## src/rtl/oneshot_pkg.sv

```systemverilog
package oneshot_pkg;
  parameter int unsigned OS_WIDTH_W = 16;
  parameter int unsigned OS_GAP_W   = 8;
  parameter int unsigned OS_SYNC_N  = 2;

  // synchroniser lane order per channel
  typedef struct packed {
    logic clr_n;
    logic rise;
    logic fall;
  } os_lane_t;

  localparam os_lane_t OS_LANE_IDLE = '{clr_n: 1'b1, rise: 1'b0, fall: 1'b1};
endpackage

```

## src/rtl/os_sync.sv

```systemverilog
module os_sync #(
  parameter int unsigned W      = 1,
  parameter int unsigned STAGES = 2,
  parameter logic [W-1:0] RST_VAL = '0
) (
  input  logic         clk_i,
  input  logic         rst_ni,
  input  logic [W-1:0] d_i,
  output logic [W-1:0] q_o
);
  logic [W-1:0] stg_q [STAGES];

  generate
    for (genvar s = 0; s < STAGES; s++) begin : g_stage
      if (s == 0) begin : g_first
        always_ff @(posedge clk_i or negedge rst_ni) begin
          if (!rst_ni) stg_q[s] <= RST_VAL;
          else         stg_q[s] <= d_i;
        end
      end else begin : g_next
        always_ff @(posedge clk_i or negedge rst_ni) begin
          if (!rst_ni) stg_q[s] <= RST_VAL;
          else         stg_q[s] <= stg_q[s-1];
        end
      end
    end
  endgenerate

  assign q_o = stg_q[STAGES-1];
endmodule

```

## src/rtl/os_chan.sv

```systemverilog
module os_chan #(
  parameter int unsigned WIDTH_W = 16,
  parameter int unsigned GAP_W   = 8
) (
  input  logic               clk_i,
  input  logic               rst_ni,
  input  logic               fall_s_i,
  input  logic               rise_s_i,
  input  logic               clr_s_ni,
  input  logic               clr_raw_ni,
  input  logic [WIDTH_W-1:0] width_i,
  input  logic [GAP_W-1:0]   min_gap_i,
  output logic               pulse_o,
  output logic               pulse_no
);
  localparam logic [GAP_W-1:0]   GAP_MAX = {GAP_W{1'b1}};
  localparam logic [WIDTH_W-1:0] W_ONE   = WIDTH_W'(1);

  logic               fall_d_q, rise_d_q;
  logic               armed_q;
  logic [WIDTH_W-1:0] cnt_q;
  logic [GAP_W-1:0]   gap_q;
  logic               clr_act, busy, fire, accept;
  logic [WIDTH_W-1:0] load_w;

  always_ff @(posedge clk_i or negedge rst_ni) begin
    if (!rst_ni) begin
      fall_d_q <= 1'b1;
      rise_d_q <= 1'b0;
    end else begin
      fall_d_q <= fall_s_i;
      rise_d_q <= rise_s_i;
    end
  end

  // raw clear stops the count at the first edge it spans
  assign clr_act = !clr_s_ni || !clr_raw_ni;
  assign busy    = (cnt_q != '0);
  assign fire    = (fall_d_q & ~fall_s_i & rise_s_i) |
                   (~rise_d_q & rise_s_i & ~fall_s_i);
  assign accept  = fire && armed_q && !clr_act && (!busy || gap_q >= min_gap_i);
  assign load_w  = (width_i == '0) ? W_ONE : width_i;

  always_ff @(posedge clk_i or negedge rst_ni) begin
    if (!rst_ni)        armed_q <= 1'b0;
    else if (!clr_s_ni) armed_q <= 1'b1;
  end

  always_ff @(posedge clk_i or negedge rst_ni) begin
    if (!rst_ni)      cnt_q <= '0;
    else if (clr_act) cnt_q <= '0;
    else if (accept)  cnt_q <= load_w;
    else if (busy)    cnt_q <= cnt_q - W_ONE;
  end

  always_ff @(posedge clk_i or negedge rst_ni) begin
    if (!rst_ni)               gap_q <= GAP_MAX;
    else if (clr_act)          gap_q <= GAP_MAX;
    else if (accept)           gap_q <= GAP_W'(1);
    else if (gap_q != GAP_MAX) gap_q <= gap_q + GAP_W'(1);
  end

  assign pulse_o  = busy & clr_raw_ni;
  assign pulse_no = ~pulse_o;
endmodule

```

## src/rtl/retrig_oneshot.sv

```systemverilog
module retrig_oneshot
  import oneshot_pkg::*;
#(
  parameter int unsigned NUM_CH = 2
) (
  input  logic                         clk_i,
  input  logic                         rst_ni,
  input  logic [NUM_CH-1:0]            clr_ni,
  input  logic [NUM_CH-1:0]            fall_trig_i,
  input  logic [NUM_CH-1:0]            rise_trig_i,
  input  logic [NUM_CH*OS_WIDTH_W-1:0] width_i,
  input  logic [NUM_CH*OS_GAP_W-1:0]   min_gap_i,
  output logic [NUM_CH-1:0]            pulse_o,
  output logic [NUM_CH-1:0]            pulse_no
);
  localparam int unsigned LANE_W = $bits(os_lane_t);

  generate
    for (genvar c = 0; c < NUM_CH; c++) begin : g_ch
      os_lane_t lane_raw, lane_s;

      assign lane_raw = '{clr_n: clr_ni[c], rise: rise_trig_i[c], fall: fall_trig_i[c]};

      os_sync #(
        .W      (LANE_W),
        .STAGES (OS_SYNC_N),
        .RST_VAL(OS_LANE_IDLE)
      ) u_sync (
        .clk_i (clk_i),
        .rst_ni(rst_ni),
        .d_i   (lane_raw),
        .q_o   (lane_s)
      );

      os_chan #(
        .WIDTH_W(OS_WIDTH_W),
        .GAP_W  (OS_GAP_W)
      ) u_chan (
        .clk_i     (clk_i),
        .rst_ni    (rst_ni),
        .fall_s_i  (lane_s.fall),
        .rise_s_i  (lane_s.rise),
        .clr_s_ni  (lane_s.clr_n),
        .clr_raw_ni(clr_ni[c]),
        .width_i   (width_i[c*OS_WIDTH_W +: OS_WIDTH_W]),
        .min_gap_i (min_gap_i[c*OS_GAP_W +: OS_GAP_W]),
        .pulse_o   (pulse_o[c]),
        .pulse_no  (pulse_no[c])
      );
    end
  endgenerate
endmodule

```

## config.mk

```make
export PLATFORM = sky130hd
export DESIGN_NAME = retrig_oneshot
export DESIGN_NICKNAME = d
export VERILOG_FILES = /design/src/rtl/oneshot_pkg.sv /design/src/rtl/os_sync.sv /design/src/rtl/os_chan.sv /design/src/rtl/retrig_oneshot.sv
export SDC_FILE = /design/constraint.sdc
export NUM_CORES = 1
export LEC_CHECK = 0
export BUFFER_PORTS_ARGS = -buffer_cell sky130_fd_sc_hd__buf_4
export CORE_MARGIN = 5
export CORE_UTILIZATION = 55
export DETAILED_ROUTE_END_ITERATION = 10
export GPL_TIMING_DRIVEN = 0
export PLACE_DENSITY = 0.78
export SLEW_MARGIN = 0
export SYNTH_ARGS = -nofsm -noshare
export SYNTH_HDL_FRONTEND = slang
export SYNTH_HIERARCHICAL = 1
export SYNTH_SLANG_ARGS = --single-unit
export TNS_END_PERCENT = 5
```

## constraint.sdc

```tcl
create_clock -name clk_i -period 2.8 [get_ports clk_i]
set_input_delay 0.42 -clock clk_i [delete_from_list [all_inputs] [get_ports clk_i]]
set_output_delay 0.42 -clock clk_i [all_outputs]
set_load 0.01 [all_outputs]
```

==> impl_metrics.csv <==
group,metric,value,unit
clock_tree,cts.hold.buffers_added,0,
layout,drive_gt1_share,28.67,%
grt,grt_max_degree,67,
yosys,synth_edf_count,0,
routing,drt_iter0_drc,172,
routing,via_per_inst,5.609,
worst_setup_path,crit_start,"g_ch[0].u_chan/cnt_q[0]",
grt,grt_pass1_vias,3048,
power_and_ir_drop,combPwrFrac,52.1,%
routing,wl_per_cell,15.15,microns
sta,setup_slack,0.2640,ns
grt,antenna_found_initial,0,
worst_setup_path,cp_num_buf_inv,3,
grt,grt_first_pass_wirelength,13.76,mm
sta,fin_crit,2.536,ns
clock_tree,clockBufferDepth,2,
routing,dr.pass1.iters,4,
worst_setup_path,cp_slowest_stage_delay,0.45,ns
grt,grt_use_total,20.04,%
power_and_ir_drop,p_sw,2.262,mW
sta,fin_skew,0.009660,ns
min_path,hp-class,"input port to asynchronous set/reset pin",
yosys,yosysSeqAreaShare,44.75,%
sta,grt_setup_unrepaired,"no",
worst_setup_path,start_kind,"flip-flop",
power_and_ir_drop,internal-power,3.291,mW
worst_setup_path,end_kind,"output port",
floorplan,coreArea,6719,sq um
clock_tree,cts_tree,"yes",
layout,nNetsFinal,530,
worst_setup_path,path_max_fanout,5,
worst_setup_path,slowest_stage,"dfrtp_1",
routing,ant_nets,0,
worst_setup_path,r2r-start,"g_ch[1].u_chan/gap_q[0]",
floorplan,row_count,30,
routing,vias,3012,
grt,overflow,0,
yosys,synth.avg_cell_area,9.852,sq um
placed_design,numPortBuffers,59,
clock_tree,clk_latency,0.33,ns
layout,fill_cells,538,
clock_tree,cts_max_level,3,
power_and_ir_drop,ir_worst_vdd,0.0006560,V
yosys,ys_async_sr_fraction,100.0,%
floorplan,die_w,92.72,microns
clock_tree,cts_resized,0,
power_and_ir_drop,powerDensity,1221,nW/um^2
clock_tree,clk_pin_slew_worst_paths,0.07,ns
sta,period_share,90.57,%
flow_run,drv_cap,0,
sta,setup_viol,0,
placed_design,gp_congestion,0.8476,
yosys,syn_area,3764,sq um
routing,drc,0,
clock_tree,cts_root_buf,"clkbuf_8",
clock_tree,cts.sinks,66,
worst_setup_path,r2r_cells,9,
layout,antenna_cells,0,
floorplan,die_y,92.72,microns
routing,wirelength,8.134,mm
worst_setup_path,critPathRequiredTime,2.38,ns
sta,finalMaxSlewViolations,0,
yosys,synthCells,382,
placed_design,dp_slack,0.5012,ns
yosys,yosys.cell_types.count,40,
yosys,ys_ff_latch,66,
power_and_ir_drop,pwr-share-seq,30.5,%
yosys,syn_nets,460,
sta,hold_violations,0,
sta,slew_headroom,46.31,%
sta,clock.fmax,394.3,MHz
placed_design,dp_hpwl,5.964,mm
yosys,yosys_warnings,6,
sta,worst_pin_slew,0.8053,ns
worst_setup_path,worst_r2r_endpoint,"g_ch[1].u_chan/cnt_q[12]",
clock_tree,cts_buffers,9,
worst_setup_path,r2r_slack,0.47,ns
power_and_ir_drop,p_clk_share,17.4,%
worst_setup_path,critPathMostFrequentCell,"inv_1",
worst_setup_path,arrival,2.12,ns
floorplan,boundaryPins,60,
clock_tree,cts_setup_buffers,0,
power_and_ir_drop,p_leak,2.101,nW
floorplan,die_area,8597,sq um
worst_setup_path,worstSetupPathType,"flip-flop to output port",
worst_setup_path,path_cells,"inv_1 -> ha_1 -> nor4b_1 -> nand4_1 -> nand2_1 -> inv_1 -> buf_4",
layout,fin_util,67.69,%
sta,fin_tns_setup,0,ns
power_and_ir_drop,swShare,40.73,%
floorplan,start_util,56.01,%
layout,synthToLayoutAreaGrowth,20.84,%
yosys,synth_flop_cell,"dfrtp_1",
worst_setup_path,path_delay_family,"simple AND/OR/NAND/NOR gates",
run_status,outcome,"finished, final reports clean",
==> state kept, by name, summed over array words and instances (netlist names) <==
signal,count
g_ch.u_sync/q_o,6
g_ch.u_chan/cnt_q,32
g_ch.u_chan/gap_q,16
g_ch.u_chan/rise_d_q,2
g_ch.u_chan/fall_d_q,2
g_ch.u_chan/armed_q,2
g_ch.u_sync/stg_q,6
==> placed cells by master, fill, tap and decap left out, types with 14 or more instances in the layout <==
cell type	instances
a21oi_1	14
buf_4	67
dfrtp_1	40
dfstp_2	26
ha_1	22
inv_1	26
nand2_1	50
o21ai_0	30
xnor2_1	20
xor2_1	14
==> per-layer routing <==
layer / routed length [microns] / share of wire, % / track usage, % / up-vias
li1: - / - / - / 1492
met1: 3587 / 44 / 25.26 / 1463
met2: 4197 / 52 / 34.14 / 53
met3: 286 / 3.5 / 4.062 / 4
met4: 62 / 0.76 / 7.204 / 0
met5: 0 / 0 / 0 / -
==> per-stage QoR <==
| step | total power, mW | hold WS, ns | area (sq um) | std cells |
|---|---|---|---|---|
| 6_report | 5.553 | 0.1777 | 4548 | 537 |
| 4_1_cts | 5.559 | 0.1824 | 4548 | 537 |
| 3_5_place_dp | 4.539 | 0.3418 | 4307 | 521 |
| 2_1_floorplan | 3.892 | 0.1244 | 3764 | 382 |
| 3_3_place_gp | 4.417 | 0.3349 | 4307 | 521 |
| 5_1_grt | 6.036 | 0.1652 | 4548 | 537 |
==> worst max-delay path by stage <==
stage / to / slack, ns / cells past startpoint
2_1_floorplan: g_ch[0].u_chan/cnt_q[1] / 0.77 / 8
3_3_place_gp: g_ch[1].u_chan/cnt_q[9] / 0.56 / 9
5_1_grt: pulse_o[0] / 0.1 / 5
3_5_place_dp: g_ch[1].u_chan/cnt_q[12] / 0.50 / 9
6_report: pulse_o[0] / 0.26 / 7
4_1_cts: pulse_o[0] / 0.28 / 7
==> logic make-up (layout without fill, tap and decap cells) <==
kind of cell	Yosys count	count (layout)	synth area share, %
buffers and inverters	38	113	5.386
AO/OA/AOI/OAI	74	74	12.90
AND/OR/NAND/NOR	140	140	19.48
multiplexers	8	8	2.261
adder cells (fa/ha/maj)	22	22	7.314
XOR/XNOR	34	34	7.912
flip-flops	66	66	44.75
==> power groups by stage <==
stage	sequential [mW]	clock (mW)	combinational, mW
floorplan	1.61	0	2.29
global placement	1.68	0	2.74
detailed placement	1.70	0	2.84
CTS	1.69	0.981	2.89
global route	1.75	1.03	3.26
finish	1.70	0.965	2.89
==> final cells by class <==
class / count / area [sq um] / share of cell area, %
Clock buffer: 9 / 123.9 / 2.724
Sequential cell: 66 / 1684 / 37.03
Multi-Input combinational cell: 278 / 1877 / 41.27
Tap cell: 80 / 100.1 / 2.201
Buffer: 12 / 105.1 / 2.311
Timing Repair Buffer: 59 / 442.9 / 9.739
Inverter: 26 / 97.59 / 2.146
Clock inverter: 7 / 117.6 / 2.586
==> synthesized netlist by cell type, drive strengths merged, types with 10 or more instances <==
library cell / number / area, sq um
nand2: 52 / 200.2
o21ai: 36 / 195.2
ha: 22 / 275.3
nand3: 12 / 60.06
buf: 12 / 105.1
dfstp: 26 / 683.2
inv: 26 / 97.59
dfrtp: 40 / 1001
xnor2: 20 / 175.2
a31oi: 10 / 62.56
a21oi: 14 / 70.07
nor3: 12 / 60.06
nor2: 12 / 45.04
nor4: 16 / 125.1
xor2: 14 / 122.6
nand4: 12 / 75.07
Note: power is estimated with default switching activity, not from simulation.
